<file path="config.mk">
export PLATFORM = sky130hd
export DESIGN_NAME = fault_alert_ctrl
export DESIGN_NICKNAME = d
export VERILOG_FILES = /design/src/rtl/fault_alert_pkg.sv /design/src/rtl/fa_sync.sv /design/src/rtl/fa_edge_latch.sv /design/src/rtl/fa_ack.sv /design/src/rtl/fault_alert_ctrl.sv
export SDC_FILE = /design/constraint.sdc
export NUM_CORES = 1
export LEC_CHECK = 0
export BUFFER_PORTS_ARGS = -buffer_cell sky130_fd_sc_hd__buf_2
export CORE_AREA = 5 5 42 44
export CTS_BUF_LIST = sky130_fd_sc_hd__clkbuf_8
export CTS_CLUSTER_DIAMETER = 200
export DETAILED_ROUTE_END_ITERATION = 16
export DIE_AREA = 0 0 47 49
export PLACE_DENSITY = 0.76
export SYNTH_ARGS = -nofsm -noshare
export SYNTH_HDL_FRONTEND = slang
export SYNTH_SLANG_ARGS = --single-unit
</file>
<file path="constraint.sdc">
create_clock -name clk -period 1.4 [get_ports clk]
set_clock_uncertainty 0.2 [all_clocks]
set_input_delay 0.42 -clock clk [delete_from_list [all_inputs] [get_ports clk]]
set_output_delay 0.42 -clock clk [all_outputs]
set_load 0.01 [all_outputs]
</file>
<file path="src/rtl/fault_alert_pkg.sv">
package fault_alert_pkg;

    // Latch plus acknowledge state of one alert pathway.
    typedef struct packed {
        logic lat;
        logic ack;
    } path_t;

    localparam int unsigned ST_TMO_LIVE = 0;
    localparam int unsigned ST_TMO_LAT  = 1;
    localparam int unsigned ST_CONN_LAT = 2;
    localparam int unsigned ST_CH_BASE  = 3;

    function automatic int unsigned status_width(input int unsigned n_ch);
        return ST_CH_BASE + 2 * n_ch;
    endfunction

    // A pathway pulls the alert line while latched and not acknowledged.
    function automatic logic path_active(input path_t p);
        return p.lat & ~p.ack;
    endfunction

endpackage

</file>
<file path="src/rtl/fa_sync.sv">
module fa_sync #(
    parameter int unsigned W      = 2,
    parameter int unsigned STAGES = 2
) (
    input  logic         clk,
    input  logic         rst,
    input  logic [W-1:0] d,
    output logic [W-1:0] q
);
    logic [W-1:0] stg [STAGES];

    always_ff @(posedge clk) begin
        if (rst) stg[0] <= '0;
        else     stg[0] <= d;
    end

    for (genvar s = 1; s < STAGES; s++) begin : g_stage
        always_ff @(posedge clk) begin
            if (rst) stg[s] <= '0;
            else     stg[s] <= stg[s-1];
        end
    end

    assign q = stg[STAGES-1];
endmodule

</file>
<file path="src/rtl/fa_edge_latch.sv">
module fa_edge_latch (
    input  logic clk,
    input  logic rst,
    input  logic cond,
    input  logic clr,
    output logic lat,
    output logic rise
);
    logic prev;

    assign rise = cond & ~prev;

    always_ff @(posedge clk) begin
        if (rst) begin
            prev <= 1'b0;
            lat  <= 1'b0;
        end else begin
            prev <= cond;
            if (clr)       lat <= 1'b0;
            else if (rise) lat <= 1'b1;
        end
    end
endmodule

</file>
<file path="src/rtl/fa_ack.sv">
module fa_ack
    import fault_alert_pkg::*;
(
    input  logic  clk,
    input  logic  rst,
    input  logic  lat,
    input  logic  rearm,
    input  logic  evt,
    input  logic  clr,
    output path_t path
);
    logic ack;

    always_ff @(posedge clk) begin
        if (rst)        ack <= 1'b0;
        else if (clr)   ack <= 1'b0;
        else if (rearm) ack <= 1'b0;
        else if (evt)   ack <= lat;
    end

    assign path.lat = lat;
    assign path.ack = ack;
endmodule

</file>
<file path="src/rtl/fault_alert_ctrl.sv">
module fault_alert_ctrl
    import fault_alert_pkg::*;
#(
    parameter int unsigned NUM_CH      = 2,
    parameter int unsigned SYNC_STAGES = 2
) (
    input  logic                     clk,
    input  logic                     rst,
    input  logic                     tmo_live_i,
    input  logic [NUM_CH-1:0]        ch_alert_n_i,
    input  logic [NUM_CH-1:0]        ch_conn_i,
    input  logic                     conn_fault_i,
    input  logic                     ara_evt_i,
    input  logic                     addr_evt_i,
    input  logic                     reg0_wr_i,
    output logic                     alert_pull_o,
    output logic [3+2*NUM_CH-1:0]    status_o
);
    localparam int unsigned STAT_W = status_width(NUM_CH);

    logic [NUM_CH-1:0] ch_live;
    logic [NUM_CH-1:0] ch_qual;
    logic [NUM_CH-1:0] ch_lat;
    logic [NUM_CH-1:0] ch_rise;
    logic              tmo_lat, tmo_rise;
    logic              conn_lat, conn_rise;
    logic              ack_evt;
    logic              grp_rearm, grp_lat;
    logic              passthru;
    path_t             tmo_path, grp_path;

    assign ack_evt = ara_evt_i | addr_evt_i;

    fa_sync #(.W(NUM_CH), .STAGES(SYNC_STAGES)) u_sync (
        .clk (clk),
        .rst (rst),
        .d   (~ch_alert_n_i),
        .q   (ch_live)
    );

    assign ch_qual = ch_live & ~ch_conn_i;

    for (genvar c = 0; c < NUM_CH; c++) begin : g_ch
        fa_edge_latch u_lat (
            .clk  (clk),
            .rst  (rst),
            .cond (ch_qual[c]),
            .clr  (reg0_wr_i),
            .lat  (ch_lat[c]),
            .rise (ch_rise[c])
        );
    end

    fa_edge_latch u_conn (
        .clk  (clk),
        .rst  (rst),
        .cond (conn_fault_i),
        .clr  (reg0_wr_i),
        .lat  (conn_lat),
        .rise (conn_rise)
    );

    fa_edge_latch u_tmo (
        .clk  (clk),
        .rst  (rst),
        .cond (tmo_live_i),
        .clr  (reg0_wr_i),
        .lat  (tmo_lat),
        .rise (tmo_rise)
    );

    // Timeout re-arms only from the cleared state.
    fa_ack u_tmo_ack (
        .clk   (clk),
        .rst   (rst),
        .lat   (tmo_lat),
        .rearm (tmo_rise & ~tmo_lat),
        .evt   (ack_evt),
        .clr   (reg0_wr_i),
        .path  (tmo_path)
    );

    assign grp_lat   = conn_lat | (|ch_lat);
    assign grp_rearm = conn_rise | (|ch_rise);

    fa_ack u_grp_ack (
        .clk   (clk),
        .rst   (rst),
        .lat   (grp_lat),
        .rearm (grp_rearm),
        .evt   (ack_evt),
        .clr   (reg0_wr_i),
        .path  (grp_path)
    );

    assign passthru     = |(ch_live & ch_conn_i);
    assign alert_pull_o = passthru | path_active(tmo_path) | path_active(grp_path);

    always_comb begin
        status_o                               = '0;
        status_o[ST_TMO_LIVE]                  = tmo_live_i;
        status_o[ST_TMO_LAT]                   = tmo_lat;
        status_o[ST_CONN_LAT]                  = conn_lat;
        status_o[ST_CH_BASE +: NUM_CH]         = ch_lat;
        status_o[ST_CH_BASE + NUM_CH +: NUM_CH] = ch_live;
    end

    logic unused_ok;
    assign unused_ok = (STAT_W == $bits(status_o));
endmodule

</file>
; Yosys cells after proc, flatten, opt, wreduce, memory -nomap -nowiden
; Memory sizes are Yosys's and may differ from the RTL's.
; Index checks and enable logic that the tools add are counted.
[totals]
memories = 1
out_inout_bits = 8
mem_bits_rw = 4
inputBits = 11
elab_cells = 47
reg_bits = 10
[mem_list]
columns = memory, depth, word_bits, rd, rd_ports_with_merged_regs, write_ports, line
row1 = u_sync.stg, 2, 2, 2, 0, 2, fa_sync.sv:10  ; logic [W-1:0] stg [STAGES];
[classes]
n_mux = 5
n_reduce_logical = 6
n_bitwise = 25
[op_table]
columns = op, n
row1 = OR reduction 2 bit, 4
row2 = AND 1 bit, 7
row3 = inverter 1 bit, 7
row4 = OR 1 bit, 7
row5 = OR reduction 3 bit, 2
row6 = AND 2 bit, 2
row7 = two-way mux 2 bit, 2
row8 = inverter 2 bit, 2
row9 = two-way mux 1 bit, 3

; Logic depth before layout (Yosys ltp)
[logic_depth]
ltp_word = 6
depth_mapped = 3
mapped_depth_nobuf = 3

; Hierarchy
; A second synthesis with hierarchy kept.
[unflattened]
hier_cells = 57
hier_area_um2 = 596.8
[by_module_without_submodules]
columns = mod, instances, cells_each, seq_area_each_um2, area_each_um2
row1 = fa_edge_latch, 4, 6, 40.0, 71.3
row2 = fa_ack, 2, 5, 20.0, 57.6
row3 = fa_sync, 1, 8, 80.1, 105.1
row4 = fault_alert_ctrl, 1, 15, 0.0, 91.3

; Worst setup path after synthesis
; OpenSTA, ideal clock, no wires.
[synth_timing]
kind = input-to-output
startpoint = input ch_conn_i[1]
endpoint = output alert_pull_o
t_arrival_ps = 876
stages = 2
required_ps = 780
path_buffers = 0
path_slack_ps = -96
path_cell_list = a222oi_1 -> o21ai_0
[synth_between]
elab_chain_len = 4
[synth_lines]
columns = element, line
row1 = from (decl), fault_alert_ctrl.sv:11  ; input logic [NUM_CH-1:0] ch_conn_i,
row2 = AND 2 bit, fault_alert_ctrl.sv:96  ; assign passthru = |(ch_live & ch_conn_i);
row3 = OR reduction 2 bit, fault_alert_ctrl.sv:96
row4 = OR 1 bit (2 in series), fault_alert_ctrl.sv:97  ; assign alert_pull_o = passthru | path_active(tmo_path) | path_active(grp_path);
row5 = to (decl), fault_alert_ctrl.sv:16  ; output logic alert_pull_o,
; Every way passes these cells.

; Final worst setup path
[layout_timing]
startpoint = register u_tmo_ack.ack
endpoint = output alert_pull_o
[layout_between]
elab_chain_len = 4
[layout_lines]
columns = element, line
row1 = from (decl), fa_ack.sv:12  ; logic ack;
row2 = from (signal assigned), fa_ack.sv:18  ; else if (evt) ack <= lat;
row3 = inverter 1 bit, fault_alert_pkg.sv:20  ; return p.lat & ~p.ack;
row4 = AND 1 bit, fault_alert_pkg.sv:20
row5 = OR 1 bit (2 in series), fault_alert_ctrl.sv:97
; Every way passes these cells.

==> run metrics <==
status=complete, but fails checks; failing checks=negative setup slack; Final GP Congestion=0.687; starting DRC count in detailed routing=4; leakage power=0.343 nW; WHS Endpoint=u_sync.stg[0][0]$_SDFF_PP0_; main combinational cell family by area after synthesis=simple AND/OR/NAND/NOR gates; drt wl/cell=11.1 µm; VDD IR max=655 µV; DRT Pass-1 Iters=4; total power per unit cell area=1190 mW/mm²; area leader, netlist=dfxtp_1; total CTS buffers=3; register area share after synthesis=52.7%; Flop pwr share=46.5%; gr usage total=9.63%; mux contribution to synthesized area=2.82%; Avg Vias per Cell=4.51; design area=761 µm²; vias=419; FF-to-FF path depth=3; Final Net Count=89; P&R area growth vs syn=43.1%; post-synthesis compound-gate area fraction=13.4%; Crit Reg-Reg Startpoint=u_conn.lat$_SDFFE_PP0P_; fin. max-slew vios=0; post-route DRC violation count=0; area of the multi-input gates=190 µm²; H-tree Lvls=1; most common cell after layout, fill and taps aside=buf_2; Skew-Pair Late Insertion Delay=240 ps; syn_nets=64; initial antenna violation count=0; Slowest Stage Delay on Critical Path=350 ps; Final Cycle Share=130%; CTS max path bufs=2; Clock Root Buffer=clkbuf_8; Cell Area, Synth=532 µm²; synth warn=0; Die Span X=47 µm; Worst path slowest cell=a222oi_1; Port-buffer cells=18; critical path arrival=1200 ps; final worst slack=-419 ps; antenna-violating nets left=0; Hold Vio Cnt, Final=0; switching share of power=20.7%; vias in the first global route=377; FF+latch count, synth=14; kind of critical path=reg -> out; HP Start=ch_alert_n_i[0]; Hold WC Path Type=in -> reg; share of cells above drive strength 1=54.5%; io pins=19; Synth Area in XOR/XNOR=0%; critical path peak fanout=2; Mapped Cells=53; tightest slew margin relative to the limit=77.9%; library cells used by synthesis=19; FMAX=550 MHz; Hold Path Depth=2; final global-route overflow total=0; critical path launch point type=flip-flop; post-synthesis average cell area=10.0 µm²; # rows=14; Overall Power=903 µW; Setup-failing EPs final=3; Clock Sinks=14; most frequent cells in the layout=buf_2 (14), dfxtp_1 (9), buf_6 (8); sequential cell area=287 µm²; maxcap violations=0; Worst Max-Slew Pin Slew=331 ps; kind of end point of the critical path=output pin; Async S/R FF share, synth=0%; largest cells by area after synthesis=dfxtp_1 (53%), buf_4 (7.1%), nor2_1 (4.9%); core footprint=0.00140 mm²; Starting Density=37.9%; switching pwr=187 µW; Synth Area in Simple Gates=19.5%; CTS tree=done; chip height=49 µm; diode count=0; pin count of the biggest net entering global routing=11; Clk pwr share=42.7%; global-route wire length before repair=1.53 mm; Power Internal=716 µW; RSZ-0062 raised after global routing=true; clock-pin transition on the worst setup and hold timing paths=60 ps; Synth top area share=52.7%; part of the power in combinational logic=10.8%; post-synthesis adder-cell area fraction=0%; HPWL after DPL=792 µm; Final Critical Period=1820 ps; R2R setup slack=310 ps; Post-synth top flop=dfxtp_1; dpl cell area=652 µm²; drt total wl=1.03 mm; critical path, cell by cell=inv_2 > a222oi_1 > o21ai_1 > buf_2; filler cell count=137; Critical Path RT=780 ps; worst r2r dst=u_grp_ack.ack$_SDFFE_PP0P_; number of flops mapped to enable cells by yosys=0; overall die area=0.00230 mm²
[critical path, delay by kind of cell, from the launching register on]
family | cells | cell delay (ps)
DFF | 1 | 320
buffers and inverters | 2 | 180
AOI/OAI and AO/OA | 2 | 460
[synth_stat cells (2+ instances only)]
master	n
o21a_1	2
buf_4	5
o21ai_0	2
nor3_1	2
nand2b_1	3
nor2_1	7
dfxtp_1	14
nor2b_1	3
inv_1	5
[through the flow]
step	std cells	setup TNS (ps)	util (%)	hold WS [ps]	setup WS (ps)
2_1_floorplan	53	-30.1	-	214	-30.1
3_3_place_gp	88	-344	46.5	226	-339
3_5_place_dp	88	-358	46.5	233	-321
4_1_cts	92	-515	52.9	116	-445
5_1_grt	93	-607	54.3	139	-530
6_report	93	-432	54.3	122	-419
[what timing repair did]
action	4_1_cts	5_1_grt
gates resized for setup	9	5
cloned	0	0
hold buffers	0	0
buffers inserted	0	1
pin swaps	1	0
endpoints found under the setup margin	5	5
[logic make-up (layout without fill, tap and decap cells)]
logic type	count (synthesis)	in the layout
simple gates	18	18
flops	14	14
compound gates	9	9
mux	1	1
buf+inv	11	35
[final cells by class]
cell class / instances / area share, %
Inverter: 5 / 2.47
Multi-Input combinational cell: 28 / 25.0
Timing Repair Buffer: 26 / 25.0
Tap cell: 16 / 2.63
Sequential cell: 14 / 37.7
Clock buffer: 4 / 7.24
[worst max path at each step]
stage                        end  cells past startpoint                        from
floorplan           alert_pull_o                      2                ch_conn_i[1]
global placement    alert_pull_o                      4                ch_conn_i[1]
detailed placement  alert_pull_o                      4                ch_conn_i[1]
CTS                 alert_pull_o                      4  u_tmo_ack.ack$_SDFFE_PP0P_
global route        alert_pull_o                      4  u_tmo_ack.ack$_SDFFE_PP0P_
finish              alert_pull_o                      4  u_tmo_ack.ack$_SDFFE_PP0P_
[power by group through the flow]
stage,Clock [mW],Sequential [mW],Combinational (mW)
floorplan,0,0.428,0.0475
global placement,0,0.426,0.0869
detailed placement,0,0.427,0.0878
CTS,0.394,0.420,0.0941
global route,0.407,0.421,0.108
finish,0.386,0.420,0.0972
[layer usage]
layer	vias to the layer above	track usage, %	routed length [µm]
li1	216	-	-
met1	189	10.3	420
met2	12	14.3	517
met3	2	3.32	82
met4	0	8.29	12
met5	-	0	0
[sequential cells by signal (all words and copies together) (netlist names)]
signal,flops
g_ch.u_lat.lat,2
u_sync.stg,4
u_tmo.lat,1
u_grp_ack.ack,1
u_conn.lat,1
g_ch.u_lat.prev,2
u_tmo_ack.ack,1
u_conn.prev,1
u_tmo.prev,1
Note: power is estimated with default switching activity, not from simulation.
